$ cat config.mk
export PLATFORM = sky130hd
export DESIGN_NAME = run_light_seq
export DESIGN_NICKNAME = d
export VERILOG_FILES = /design/src/rtl/rl_pkg.sv /design/src/rtl/rl_btn_sync.sv /design/src/rtl/rl_rate_tick.sv /design/src/rtl/rl_step_ring.sv /design/src/rtl/run_light_seq.sv
export SDC_FILE = /design/constraint.sdc
export NUM_CORES = 1
export LEC_CHECK = 0
export BUFFER_PORTS_ARGS = -buffer_cell sky130_fd_sc_hd__buf_2
export CORE_ASPECT_RATIO = 0.8
export CORE_MARGIN = 2
export CORE_UTILIZATION = 35
export DETAILED_ROUTE_END_ITERATION = 10
export GPL_TIMING_DRIVEN = 0
export PLACE_DENSITY_LB_ADDON = 0.3
export SLEW_MARGIN = 20
export SYNTH_ARGS = -nofsm -noshare
export SYNTH_HDL_FRONTEND = slang
export SYNTH_SLANG_ARGS = --single-unit
$ cat constraint.sdc
create_clock -name clk_i -period 3.05 [get_ports clk_i]
set_clock_uncertainty 0.05 [all_clocks]
set_input_delay 0 -clock clk_i [delete_from_list [all_inputs] [get_ports clk_i]]
set_output_delay 0 -clock clk_i [all_outputs]
set_load 0.01 [all_outputs]
$ cat src/rtl/rl_pkg.sv
package rl_pkg;

    localparam int NUM_LEDS = 4;
    localparam int NUM_BTNS = 2;

    // Step period in clock cycles for one button combination (btn[0]=b0, btn[1]=b1)
    function automatic int step_period(input int clk_hz, input int base_hz,
                                       input int w0_hz, input int w1_hz,
                                       input logic [1:0] btn);
        int rate_hz;
        rate_hz = base_hz + (btn[0] ? w0_hz : 0) + (btn[1] ? w1_hz : 0);
        return clk_hz / rate_hz;
    endfunction

endpackage

$ cat src/rtl/rl_btn_sync.sv
module rl_btn_sync #(
    parameter int NUM    = 2,
    parameter int STAGES = 2
) (
    input  logic           clk_i,
    input  logic           rst_i,
    input  logic [NUM-1:0] raw_i,
    output logic [NUM-1:0] sync_o
);

    typedef struct packed {
        logic [NUM-1:0][STAGES-1:0] chain;
    } sync_st_t;

    sync_st_t st_d, st_q;

    always_comb begin
        st_d = st_q;
        for (int b = 0; b < NUM; b++) begin
            st_d.chain[b] = {st_q.chain[b][STAGES-2:0], raw_i[b]};
        end
    end

    always_ff @(posedge clk_i) begin
        if (rst_i) begin
            st_q <= '0;
        end else begin
            st_q <= st_d;
        end
    end

    always_comb begin
        for (int b = 0; b < NUM; b++) begin
            sync_o[b] = st_q.chain[b][STAGES-1];
        end
    end

endmodule

$ cat src/rtl/rl_rate_tick.sv
module rl_rate_tick
    import rl_pkg::*;
#(
    parameter int CLK_HZ  = 50_000_000,
    parameter int BASE_HZ = 4,
    parameter int W0_HZ   = 8,
    parameter int W1_HZ   = 16,
    parameter int CW      = $clog2(CLK_HZ / BASE_HZ + 1)
) (
    input  logic          clk_i,
    input  logic          rst_i,
    input  logic [1:0]    btn_i,
    output logic          tick_o,
    output logic [CW-1:0] period_o
);

    localparam int NUM_COMBOS = 1 << NUM_BTNS;
    localparam logic [CW-1:0] P_BASE = CW'(step_period(CLK_HZ, BASE_HZ, W0_HZ, W1_HZ, 2'b00));

    typedef struct packed {
        logic [CW-1:0] cnt;
        logic [CW-1:0] period;
    } tick_st_t;

    logic [CW-1:0] period_tbl [NUM_COMBOS];
    tick_st_t      st_d, st_q;
    logic          tick;

    // One constant period per button combination, worked out at elaboration
    for (genvar i = 0; i < NUM_COMBOS; i++) begin : g_tbl
        assign period_tbl[i] = CW'(step_period(CLK_HZ, BASE_HZ, W0_HZ, W1_HZ, 2'(i)));
    end

    always_comb begin
        st_d = st_q;
        tick = (st_q.cnt == st_q.period - CW'(1));
        if (tick) begin
            st_d.cnt    = '0;
            st_d.period = period_tbl[btn_i];
        end else begin
            st_d.cnt    = st_q.cnt + CW'(1);
        end
    end

    always_ff @(posedge clk_i) begin
        if (rst_i) begin
            st_q.cnt    <= '0;
            st_q.period <= P_BASE;
        end else begin
            st_q <= st_d;
        end
    end

    assign tick_o   = tick;
    assign period_o = st_q.period;

endmodule

$ cat src/rtl/rl_step_ring.sv
module rl_step_ring #(
    parameter int NLED = 4,
    parameter int IW   = $clog2(NLED)
) (
    input  logic            clk_i,
    input  logic            rst_i,
    input  logic            adv_i,
    output logic [NLED-1:0] led_o
);

    localparam logic [IW-1:0] LAST = IW'(NLED - 1);

    typedef struct packed {
        logic [IW-1:0] idx;
    } ring_st_t;

    ring_st_t st_d, st_q;

    always_comb begin
        st_d = st_q;
        if (adv_i) begin
            st_d.idx = (st_q.idx == LAST) ? '0 : st_q.idx + IW'(1);
        end
    end

    always_ff @(posedge clk_i) begin
        if (rst_i) begin
            st_q <= '0;
        end else begin
            st_q <= st_d;
        end
    end

    // Index decoder: one output per index value
    for (genvar k = 0; k < NLED; k++) begin : g_dec
        assign led_o[k] = (st_q.idx == IW'(k));
    end

endmodule

$ cat src/rtl/run_light_seq.sv
module run_light_seq
    import rl_pkg::*;
#(
    parameter int CLK_HZ      = 50_000_000,
    parameter int BASE_HZ     = 4,
    parameter int W0_HZ       = 8,
    parameter int W1_HZ       = 16,
    parameter int SYNC_STAGES = 2
) (
    input  logic                clk_i,
    input  logic                rst_i,
    input  logic                btn0_i,
    input  logic                btn1_i,
    output logic [NUM_LEDS-1:0] led_o
);

    localparam int CW = $clog2(CLK_HZ / BASE_HZ + 1);

    logic [NUM_BTNS-1:0] btn_sync;
    logic                tick;
    logic [CW-1:0]       period;

    rl_btn_sync #(
        .NUM    (NUM_BTNS),
        .STAGES (SYNC_STAGES)
    ) u_sync (
        .clk_i  (clk_i),
        .rst_i  (rst_i),
        .raw_i  ({btn1_i, btn0_i}),
        .sync_o (btn_sync)
    );

    rl_rate_tick #(
        .CLK_HZ  (CLK_HZ),
        .BASE_HZ (BASE_HZ),
        .W0_HZ   (W0_HZ),
        .W1_HZ   (W1_HZ),
        .CW      (CW)
    ) u_tick (
        .clk_i    (clk_i),
        .rst_i    (rst_i),
        .btn_i    (btn_sync),
        .tick_o   (tick),
        .period_o (period)
    );

    rl_step_ring #(
        .NLED (NUM_LEDS)
    ) u_ring (
        .clk_i (clk_i),
        .rst_i (rst_i),
        .adv_i (tick),
        .led_o (led_o)
    );

endmodule

---- Word level (Yosys, flattened, before mapping) ----
Index checks and enable logic that the tools add are counted.
word-level totals
  flip-flop bits (word level) ............. 54
  bits of input ports ..................... 4
cells by class
  bitwise gates (word level) .............. 1
  reduce and logical (&&, ||, !) cells .... 2
  magnitude comparators ................... 1
  equal/unequal tests ..................... 4
  mux-type cells .......................... 4
  add/subtract/negate cells ............... 3
operators by type and width
  cell                   number
  $bmux 24 s2            1
  $mux 24                2
  $add 24x1->24 const B  1
  $eq 24x24->1           1
  $sub 24x1->24 const B  1
  $eq 2x2->1 const B     2
  $ge 3x3->1 const B     1
  $not 2->3              1
  $add 2x1->2 const B    1
  $eq 2x1->1 const B     1
  $logic_not 2->1        1
  $mux 2                 1
  $reduce_or 2->1        1

---- Logic depth before layout (Yosys ltp) ----
  depth in word-level cells ............... 4
  mapped depth ............................ 10
  gate-level depth less buffers ........... 8

---- Hierarchy ----
A second synthesis with hierarchy kept.
unflattened totals
  cells, all modules ...................... 270
  area total of the unflattened synthesis .. 2367.3 um^2
by module, submodules not included
  module        instances  cells each  area each (um^2)
  rl_rate_tick  1          250         2133.3
  rl_step_ring  1          12          128.9
  rl_btn_sync   1          8           105.1

---- Worst setup path before layout ----
Ideal clock, no wire load.
  kind .................................... register -> register
  from .................................... reg u_tick.period_o[16] (netlist name)
  to ...................................... reg u_ring.st_q[0] (netlist name)
  setup time .............................. 0.071 ns
  stages on the path, launching flop included .. 10
  arrival ................................. 2.236 ns
  path slack .............................. 0.694 ns
  clock period less this slack ............ 2.356 ns
  data required time ...................... 2.929 ns
  cell sequence ........................... dfxtp_1 buf_4 inv_1 ha_1 xor2_1 nor4b_1 o21ai_0 a211o_1 or4_1 a21oi_1
between the ends
  longest elaborated chain between the ends .. 2
ends and longest elaborated chain
  element                 line                source
  $sub 24x1->24           rl_rate_tick.sv:36  tick = (st_q.cnt == st_q.period - CW'(1));
  $eq 24x24->1            rl_rate_tick.sv:36
  end signal: assignment  rl_step_ring.sv:30  st_q <= st_d;
  end: declaration        rl_step_ring.sv:17  ring_st_t st_d, st_q;
No other way between the ends.
A chain may end at the register's enable or synchronous reset.

---- Worst setup path after layout ----
  from .................................... reg u_tick.period_o[16] (netlist name)
  to ...................................... reg u_tick.st_q[39] (netlist name)
between the ends
  longest elaborated chain between the ends .. 3
ends and longest elaborated chain
  element                    line                source
  $sub 24x1->24              rl_rate_tick.sv:36
  $eq 24x24->1               rl_rate_tick.sv:36
  $reduce_or 2->1 (no line)  n/a
  end signal: assignment     rl_rate_tick.sv:50  st_q <= st_d;
  end: declaration           rl_rate_tick.sv:26  tick_st_t st_d, st_q;
No other way between the ends.

==> key figures <==
Outcome
  – Status: finished, final reports clean

Timing
  – RSZ-0062 raised after global routing: false
  – Final setup fails: 0
  – Max-slew headroom: 54.46%
  – Final hold violations: 0
  – FMAX: roughly 360 MHz
  – Final min period: between 2 and 3 ns
  – Post-route setup TNS: 0 ns
  – Worst slew pin tran: around 0.68 ns
  – Final period utilization: 90.54%
  – Max Slew Vio Count: 0

Logic synthesis
  – Top-area cell type share of the netlist area: between 30% and 40%
  – Seq cells post-synth: 41
  – Synth Cell Area: around 2200 sq um
  – Area leader, netlist: dfxtp_1
  – Syn_area_per_cell: between 8 and 9 sq um
  – Syn Nets: roughly 280
  – Synth Warn #: 0
  – Unique masters post-synth: 39
  – Post-Syn Instances: around 260
  – Largest cells by area after synthesis: dfxtp_1 (38%), ha_1 (7.5%), xor2_1 (6.9%)
  – Register area share after synthesis: 37.79%

Clock tree
  – CTS sink count: 41
  – Num CTS Buffers: 5
  – Setup Fix Bufs, Post-CTS: 0
  – Post-cts gate resize count: 0
  – Worst-Skew Late Latency: between 0.2 and 0.3 ns
  – Register clock-pin slew on the reported worst setup and hold paths: roughly 0.090 ns
  – Root buf cell: clkbuf_8
  – Clock H-tree levels: 2
  – Max Buffers Root-to-Sink: 2
  – CTS tree: yes

Min path
  – Hold path depth: 1
  – WHS Endpoint: u_sync.sync_o[0]
  – Worst min-delay path class: reg2reg
  – Worst hold start: u_sync.st_d[1]

Setup path
  – RR Endpoint: u_tick.st_q[39]
  – Crit-path cells: buf_4, inv_1, ha_1, xor2_1, nor4b_1, o21ai_0, a211o_1, o21ai_2, buf_2, nor2_1
  – CP Max Fanout: 10
  – Top delay family on crit path: compound AO/OA/AOI/OAI gates
  – WP buf/inv: 3
  – Slowest CP cell: a211o_1
  – Worst Reg-to-Reg Cells: 10
  – Critical Path RT: between 3 and 4 ns
  – CP peak stage delay: 0.42 ns
  – CP Class: reg2reg
  – Worst flop-to-flop path startpoint: u_tick.period_o[16]
  – Crit end category: register
  – Reg2reg setup slack: a little under 0.3 ns
  – Critical Path Start Type: register
  – Arr. time, crit path: 2.89 ns

Route
  – Post-detailed-route count of antenna-violating nets: 0
  – Final wirelength: 4503 um
  – TritonRoute pass-1 iters: 4
  – Vias/cell: between 4 and 5
  – Post-route DRC: 0
  – Per-cell routed wire length: around 13 um
  – DRT iter0 DRCs: 126
  – Via count: about 1,800

Finish
  – Most common cell after layout, fill and taps aside: dfxtp_1
  – Fillers: 606
  – Commonest cells after routing, fill and taps aside: dfxtp_1 (41), nor2_1 (36), nand3_1 (23)
  – Post-route cell area: 2465 sq um
  – Multi-input gate area: approximately 1300 sq um
  – FF+latch area: around 800 sq um
  – # nets final: just under 300
  – # diodes: 0
  – Share of cells above drive strength 1: roughly 8.3%
  – P&R area growth vs syn: 13.48%

Global route
  – GRT overflow: 0
  – Global-route wire length before repair: 7810 um
  – Initial antenna violation count: 0
  – Vias in the first global route: 1,624
  – GRT Total Usage: 14.35%
  – Largest net degree at the start of global routing: 14

Power and ir drop
  – Cell area power density: 421.5 nW/um^2
  – Static Leak: between 0.8 and 0.9 nW
  – Pwr Total: 1.039 mW
  – Peak VDD IR: about 0.35 mV

Place
  – DP Wirelength: 3336 um
  – DP Area: between 2000 and 2500 sq um
  – GPL Wtd Cong: about 0.8
  – Buffers on Ports: 7

Floorplanning
  – I/O pin cnt: 8
  – Core area: 5943 sq um
  – Die ar.: approximately 6900 sq um
  – Site Rows: 25
  – Initial Util: about 37%
  – Die W: between 90 and 100 um
  – Die H: about 74 um

Run
  – Max_cap viols: 0
## report_power, final
group | total (mW) | internal, mW | switching, mW
Combinational | 0.0264 | 0.0112 | 0.0152
Clock | 0.465 | 0.266 | 0.199
Sequential | 0.547 | 0.541 | 0.00674
## cell type report
type	instances	area share [%]
buffer	9	1.675
sequential	41	33.30
clock inverter	2	1.523
tap	81	4.112
clock buffer	6	3.350
multi-input combinational	196	51.57
inverter	12	1.827
timing repair buffer	10	2.640
## repair_timing
item                       4_1_cts  5_1_grt
hold endpoints to repair         5        0
setup endpoints to repair        0        0
hold buffers                     3        0
## how the worst max path moves through the flow
stage / startpoint / to / slack [ns] / cells past startpoint
final: u_tick.period_o[16] / u_tick.st_q[39] / 0.29 / 10
after floorplan: u_tick.period_o[16] / u_ring.st_q[0] / 0.69 / 9
after global placement: u_tick.period_o[16] / u_tick.st_q[45] / 0.34 / 10
after global routing: u_tick.period_o[3] / u_tick.st_q[41] / 0.03 / 9
after CTS: u_tick.period_o[16] / u_tick.st_q[39] / 0.29 / 10
after detailed placement: u_tick.period_o[16] / u_tick.st_q[39] / 0.33 / 10
## layer usage
layer / share of wire (%) / track usage (%)
met5: 0 / 0
met1: 55 / 20.83
met3: 2.3 / 3.343
met4: 0.42 / 3.483
met2: 42 / 21.73
## worst reg2reg max path, delay by kind of cell (launching register included)
kind | cells | cell delay (ns)
AOI/OAI and AO/OA | 3 | 0.95
buffers and inverters | 3 | 0.49
and+or+nand+nor | 2 | 0.33
DFF | 1 | 0.32
adders and majority gates | 1 | 0.26
xor gates and xnor gates | 1 | 0.25
## cell usage after synthesis (all sizes together)
cell type	number
a211o	2
a211oi	4
a21oi	11
a222oi	1
a22oi	1
and2	2
and3	8
buf	4
clkbuf	5
dfxtp	41
ha	13
inv	12
nand2	10
nand3	23
nand3b	1
nand4	2
nand4b	1
nand4bb	1
nor2	36
nor2b	6
nor3	3
nor4	5
nor4b	3
o2111ai	1
o211ai	1
o21ai	16
o21bai	1
o221a	1
o221ai	1
o31a	1
o31ai	1
or2	1
or3	3
or3b	1
or4	2
xnor2	16
xor2	17
## stage by stage
stage	cells	util, %	hold WS (ns)	setup slack (ns)
after global placement	346	38.84	0.1580	0.3367
after floorplan	258	-	0.07818	0.6939
final	357	41.47	0.3899	0.2884
after CTS	357	41.37	0.3814	0.2884
after detailed placement	346	38.84	0.1625	0.3267
after global routing	357	41.47	0.3968	0.02973
## kinds of logic (layout without fill, tap and decap cells)
| group | after synthesis | after routing | share of synthesized area (%) |
|---|---|---|---|
| compound gates | 42 | 42 | 12.16 |
| xor+xnor | 33 | 33 | 13.31 |
| fa+ha+maj | 13 | 13 | 7.489 |
| buf+inv | 21 | 39 | 3.975 |
| flops | 41 | 41 | 37.79 |
| simple gates | 108 | 108 | 25.29 |
## flip-flops by register name, summed over array words and instances (netlist names)
name             count
u_tick.st_q         24
u_tick.period_o     11
u_ring.st_q          2
u_sync.st_d          2
u_sync.sync_o        2
No activity file was read; power rests on OpenSTA's default activity.
